`src/rtl/alu_pkg.sv`:
```
// Shared definitions for the data-processing ALU: opcode names and
// the packed flag vector layout {N,Z,C,V}.
package alu_pkg;
    localparam int DATA_W  = 32;
    localparam int IMM_W   = 8;
    localparam int ROT_W   = 4;
    localparam int FLAG_W  = 4;

    typedef enum logic [3:0] {
        OP_AND = 4'd0,  OP_XOR = 4'd1,  OP_SUB = 4'd2,  OP_RSUB = 4'd3,
        OP_ADD = 4'd4,  OP_ADC = 4'd5,  OP_SBC = 4'd6,  OP_RSC  = 4'd7,
        OP_TAND = 4'd8, OP_TXOR = 4'd9, OP_CSUB = 4'd10, OP_CADD = 4'd11,
        OP_OR  = 4'd12, OP_MOV = 4'd13, OP_ANDN = 4'd14, OP_MVN = 4'd15
    } alu_op_e;

    typedef struct packed {
        logic n;
        logic z;
        logic c;
        logic v;
    } alu_flags_t;

    // True for opcodes that produce a result through the adder.
    function automatic logic is_arith(input logic [3:0] op);
        return (op >= 4'd2 && op <= 4'd7) || op == 4'd10 || op == 4'd11;
    endfunction
endpackage

```
`src/rtl/alu_imm_rotator.sv`:
```
// Immediate operand builder: rotates an 8-bit constant right by twice
// the rotate field and yields the operand carry. Assumes the caller
// supplies the stored carry for the zero-rotation case.
module alu_imm_rotator #(
    parameter int DATA_W = alu_pkg::DATA_W,
    parameter int IMM_W  = alu_pkg::IMM_W,
    parameter int ROT_W  = alu_pkg::ROT_W
) (
    input  logic [ROT_W+IMM_W-1:0] imm_field,
    input  logic                   carry_prev,
    output logic [DATA_W-1:0]      imm_value,
    output logic                   imm_carry
);
    localparam int SH_W = ROT_W + 1;

    logic [DATA_W-1:0]   base;
    logic [2*DATA_W-1:0] doubled;
    logic [2*DATA_W-1:0] shifted;
    logic [SH_W-1:0]     amount;
    logic [ROT_W-1:0]    rot;

    // Rotate right by doubling the word and shifting the pair.
    always_comb begin
        rot       = imm_field[ROT_W+IMM_W-1:IMM_W];
        base      = {{(DATA_W-IMM_W){1'b0}}, imm_field[IMM_W-1:0]};
        amount    = {rot, 1'b0};
        doubled   = {base, base};
        shifted   = doubled >> amount;
        imm_value = shifted[DATA_W-1:0];
        imm_carry = (rot != '0) ? imm_value[DATA_W-1] : carry_prev;
    end
endmodule

```
`src/rtl/alu_arith.sv`:
```
// Adder/subtractor path for opcodes 2..7, 10 and 11. Picks operand
// order, carry-in and add/subtract from the opcode and produces the
// sum, carry out (1 = no borrow on subtract) and signed overflow.
module alu_arith #(
    parameter int DATA_W = alu_pkg::DATA_W
) (
    input  logic [3:0]        opcode,
    input  logic [DATA_W-1:0] a,
    input  logic [DATA_W-1:0] b,
    input  logic              carry_stored,
    output logic [DATA_W-1:0] sum,
    output logic              carry_out,
    output logic              overflow
);
    import alu_pkg::*;

    logic [DATA_W-1:0] x, y, y_eff;
    logic              cin, sub;
    logic [DATA_W:0]   wide;

    // Operand order, carry-in and direction from the opcode.
    always_comb begin
        x   = a;
        y   = b;
        sub = 1'b0;
        cin = 1'b0;
        unique case (alu_op_e'(opcode))
            OP_SUB, OP_CSUB: begin sub = 1'b1; cin = 1'b1; end
            OP_RSUB:         begin x = b; y = a; sub = 1'b1; cin = 1'b1; end
            OP_SBC:          begin sub = 1'b1; cin = carry_stored; end
            OP_RSC:          begin x = b; y = a; sub = 1'b1; cin = carry_stored; end
            OP_ADC:          cin = carry_stored;
            default:         cin = 1'b0;
        endcase
    end

    // Single adder with inverted subtrahend, then overflow by sign rule.
    always_comb begin
        y_eff     = sub ? ~y : y;
        wide      = {1'b0, x} + {1'b0, y_eff} + {{DATA_W{1'b0}}, cin};
        sum       = wide[DATA_W-1:0];
        carry_out = wide[DATA_W];
        if (sub)
            overflow = (x[DATA_W-1] ^ y[DATA_W-1]) & ~(y[DATA_W-1] ^ sum[DATA_W-1]);
        else
            overflow = ~(x[DATA_W-1] ^ y[DATA_W-1]) & (y[DATA_W-1] ^ sum[DATA_W-1]);
    end
endmodule

```
`src/rtl/alu_logic.sv`:
```
// Bitwise path for opcodes 0, 1, 8, 9 and 12..15. Assumes arithmetic
// opcodes are served elsewhere; returns zero for them.
module alu_logic #(
    parameter int DATA_W = alu_pkg::DATA_W
) (
    input  logic [3:0]        opcode,
    input  logic [DATA_W-1:0] a,
    input  logic [DATA_W-1:0] b,
    output logic [DATA_W-1:0] value
);
    import alu_pkg::*;

    // Bitwise function select.
    always_comb begin
        unique case (alu_op_e'(opcode))
            OP_AND, OP_TAND: value = a & b;
            OP_XOR, OP_TXOR: value = a ^ b;
            OP_OR:           value = a | b;
            OP_MOV:          value = b;
            OP_ANDN:         value = a & ~b;
            OP_MVN:          value = ~b;
            default:         value = '0;
        endcase
    end
endmodule

```
`src/rtl/dp_alu.sv`:
```
// Data-processing ALU top: selects the second operand (shifter or
// rotated immediate), runs the arithmetic and logic paths, and forms
// result, write strobe, next flags and the invalid-encoding indicator.
// Purely combinational; assumes the caller registers the outputs.
module dp_alu #(
    parameter int DATA_W = alu_pkg::DATA_W,
    parameter int IMM_W  = alu_pkg::IMM_W,
    parameter int ROT_W  = alu_pkg::ROT_W
) (
    input  logic [DATA_W-1:0]      op_a,
    input  logic [DATA_W-1:0]      op_b,
    input  logic                   shift_carry,
    input  logic                   imm_sel,
    input  logic [ROT_W+IMM_W-1:0] imm_field,
    input  logic [3:0]             opcode,
    input  logic                   set_flags,
    input  logic                   dest_is_pc,
    input  logic [3:0]             flags_in,
    output logic [DATA_W-1:0]      result,
    output logic                   write_en,
    output logic [3:0]             flags_out,
    output logic                   invalid
);
    import alu_pkg::*;

    alu_flags_t        fin, fout;
    logic [DATA_W-1:0] imm_value, operand, arith_sum, logic_val;
    logic              imm_carry, operand_carry, arith_c, arith_v;
    logic              arith_op, compare_op;

    assign fin = alu_flags_t'(flags_in);

    alu_imm_rotator #(.DATA_W(DATA_W), .IMM_W(IMM_W), .ROT_W(ROT_W)) u_rot (
        .imm_field (imm_field),
        .carry_prev(fin.c),
        .imm_value (imm_value),
        .imm_carry (imm_carry)
    );

    // Second operand and its carry.
    always_comb begin
        operand       = imm_sel ? imm_value : op_b;
        operand_carry = imm_sel ? imm_carry : shift_carry;
    end

    alu_arith #(.DATA_W(DATA_W)) u_arith (
        .opcode      (opcode),
        .a           (op_a),
        .b           (operand),
        .carry_stored(fin.c),
        .sum         (arith_sum),
        .carry_out   (arith_c),
        .overflow    (arith_v)
    );

    alu_logic #(.DATA_W(DATA_W)) u_logic (
        .opcode(opcode),
        .a     (op_a),
        .b     (operand),
        .value (logic_val)
    );

    // Result merge, write strobe and invalid encodings.
    always_comb begin
        arith_op   = is_arith(opcode);
        compare_op = (opcode[3:2] == 2'b10);
        result     = arith_op ? arith_sum : logic_val;
        invalid    = (compare_op && !set_flags) || (set_flags && dest_is_pc);
        write_en   = !compare_op && !invalid;
    end

    // Next flags.
    always_comb begin
        fout = fin;
        if (set_flags && !invalid) begin
            fout.n = result[DATA_W-1];
            fout.z = (result == '0);
            fout.c = arith_op ? arith_c : operand_carry;
            fout.v = arith_op ? arith_v : fin.v;
        end
        flags_out = fout;
    end
endmodule

```
`config.mk`:
```
export PLATFORM = sky130hd
export DESIGN_NAME = dp_alu
export DESIGN_NICKNAME = d
export VERILOG_FILES = /design/src/rtl/alu_pkg.sv /design/src/rtl/alu_imm_rotator.sv /design/src/rtl/alu_arith.sv /design/src/rtl/alu_logic.sv /design/src/rtl/dp_alu.sv
export SDC_FILE = /design/constraint.sdc
export NUM_CORES = 1
export LEC_CHECK = 0
export ABC_AREA = 1
export BUFFER_PORTS_ARGS = -buffer_cell sky130_fd_sc_hd__buf_4
export CAP_MARGIN = 0
export CORE_ASPECT_RATIO = 0.6
export CORE_UTILIZATION = 38
export DETAILED_ROUTE_END_ITERATION = 8
export SYNTH_ARGS = -nofsm -noshare
export SYNTH_HDL_FRONTEND = slang
export SYNTH_SLANG_ARGS = --single-unit
```
`constraint.sdc`:
```
create_clock -name vclk -period 3.17
set_clock_uncertainty 0.1 [all_clocks]
set_input_delay 0 -clock vclk [all_inputs]
set_output_delay 0 -clock vclk [all_outputs]
set_load 0.05 [all_outputs]
```
==> metrics.log <==
INFO  metric sequential_cell_total = 0
INFO  metric area_growth = 73.6%
INFO  metric drt-total-wl = 34900 um
INFO  metric cp_slowest_cell = fa_2
INFO  metric placedCellCount = 1997
INFO  metric final_cell_count_without_fillers = 2056
INFO  metric drv.max_cap_violation_count = 0
INFO  metric cp-end-kind = primary output
INFO  metric placement.setup.worst_slack = -0.738 ns
INFO  metric critPathLaunchType = input pin
INFO  metric syn-cell-area = 6800 sq um
INFO  metric gr-total-overflow = 0
INFO  metric mostFrequentLayoutCells = 415 x buf_4, 385 x nand2_1, 207 x inv_1, 94 x nand3_1, 81 x nand2_2
INFO  metric detail_route.first_pass.iterations = 7
INFO  metric synthCells = 1404
INFO  metric gp_congestion = 1.04
INFO  metric number_of_nets_in_the_layout = 1976
INFO  metric outcome = finished, violations left
INFO  metric final_layout_size_suffix_gt1_frac = 0.409
INFO  metric vdd_ir_drop_max = 0.296 mV
INFO  metric timing.final.crit_period = 3.63 ns
INFO  metric layout_worst_path_cycle_share = 1.15
INFO  metric max_fclk = 275 MHz
INFO  metric critical_path_required = 3.07 ns
INFO  metric p_per_area = 357 nW/um^2
INFO  metric ios = 126
INFO  metric antenna_found_initial = 0
INFO  metric final_max_slew_viol_count = 0
INFO  metric setup_viol = 9
INFO  metric floorplan.die.width = 175 um
INFO  metric overall_via_count_from_detail_route = 10949
INFO  metric core_area = 17300 sq um
INFO  metric drt_iter0_drc = 1304
INFO  metric grt_start_max_net_pins = 56
INFO  metric path_common_cell = nand2_2
INFO  metric critPathMaxFanout = 6
INFO  metric arrival_time_at_the_worst_endpoint = 3.53 ns
INFO  metric grt_setup_unrepaired = yes
INFO  metric synth_area_per_cell = 4.84 sq um
INFO  metric failing_checks = negative setup slack
INFO  metric postLayoutSetupSlackWorst = -0.460 ns
INFO  metric sequential_element_share_of_the_synthesized_area = 0
INFO  metric sequential_cell_area = 0 sq um
INFO  metric worstMarginPinSlew = 0.772 ns
INFO  metric final_hold_viol_count = 0
INFO  metric synth_fp_nets = 1556
INFO  metric routed_wl_per_cell = 17.0 um
INFO  metric final.fill_count = 1622
INFO  metric groute.usage.overall = 0.364
INFO  metric numPortBuffers = 126
INFO  metric max_slew_margin = 0.484
INFO  metric cp.buffers_inverters = 6
INFO  metric worst_min_delay_path_class = in -> out
INFO  metric grt_pass1_vias = 9876
INFO  metric worstSetupPathType = in -> out
INFO  metric number_of_antenna_diodes = 0
INFO  metric leakagePower = 6.41 nW
INFO  metric cpLargestDelayFamily = simple AND/OR/NAND/NOR gates
INFO  metric final_common_cell = buf_4
INFO  metric std_cell_rows = 37
INFO  metric synth_cell_types = 41
INFO  metric vias_per_cell = 5.33
INFO  metric critical_path.max_stage_delay = 0.46 ns
INFO  metric first_pass_grt_wire_length = 52600 um
INFO  metric design.die.area = 18500 sq um
INFO  metric yosysWarnings = 0
INFO  metric die_height = 106 um
INFO  metric hpwl = 27500 um
INFO  metric clock_buffers = 0
INFO  metric initial_core_util = 0.393
INFO  metric drt.antenna.violating_nets = 0
INFO  metric drt_drc_violations_left = 0
==> Yosys cell counts (3+ instances only) <==
master	number	area [sq um]
xor2_1	32	280
o21ai_1	46	230
buf_2	21	105
nor2_2	6	37.5
clkbuf_1	17	63.8
o22ai_1	3	18.8
a21o_1	3	22.5
clkinv_1	7	26.3
ha_1	62	776
nand3_1	128	641
or2_2	5	31.3
nand2_1	479	1800
nand2_2	5	31.3
inv_2	18	67.6
nor3_1	7	35.0
o211ai_1	7	52.6
inv_1	219	822
a21boi_1	3	22.5
o21ai_0	108	541
buf_4	7	52.6
nor2_1	107	402
o21bai_1	4	30.0
a21oi_1	64	320
nand3b_1	3	22.5
a211oi_1	6	45.0
nand4_1	18	113
==> power breakdown <==
group	total (mW)	leakage [nW]	switching (mW)	internal, mW
Combinational	4.22	6.41	2.42	1.79
Clock	0	0	0	0
Sequential	0	0	0	0
Total	4.22	6.41	2.42	1.79
==> per-stage QoR <==
step                total power [mW]  TNS, ns  area [sq um]   util  hold slack (ns)
floorplan                       1.87        0          6850      -            0.100
global placement                3.36    -4.43         10000  0.578            0.259
detailed placement              3.38    -4.45         10000  0.578            0.272
CTS                             3.77   -0.556         11000  0.633            0.254
global route                    4.51    -2.97         11800  0.682            0.267
finish                          4.22    -1.34         11800  0.682            0.250
==> layout make-up <==
type	instances	area, sq um	area share
inverters	244	956	0.0810
well taps	234	293	0.0248
multi-input cells	1112	6720	0.569
repair buffers	466	3840	0.325
==> tightest hold or removal path, stage by stage <==
cell	delay, ns
buf_4	0.07
o21ai_1	0.06
inv_1	0.07
buf_6	0.15
==> per-layer routing <==
metal	up-vias	track usage	routed length [um]
met2	563	0.550	14400
met5	-	0	0
met4	0	0.0882	835
met1	4999	0.524	15900
li1	5321	-	-
met3	66	0.0711	3760
==> logic make-up after synthesis <==
family,synth area share
xor gates and xnor gates,0.0412
and+or+nand+nor,0.464
buffers and inverters,0.171
adders and majority gates,0.120
AOI/OAI and AO/OA,0.203
==> what timing repair did <==
action	in CTS	in global routing
setup endpoints to repair	23	27
cloned	0	2
setup buffers	53	22
gates resized for setup	185	209
hold buffers	0	0
pin swaps	69	78
==> path summary, 6_finish.rpt <==
path / from / end / slack [ns] / cells past startpoint
worst max-delay path: imm_field[8] / flags_out[2] / -0.46 / 29
worst min-delay path: flags_in[0] / flags_out[0] / 0.25 / 4
Note: power is estimated with default switching activity, not from simulation.
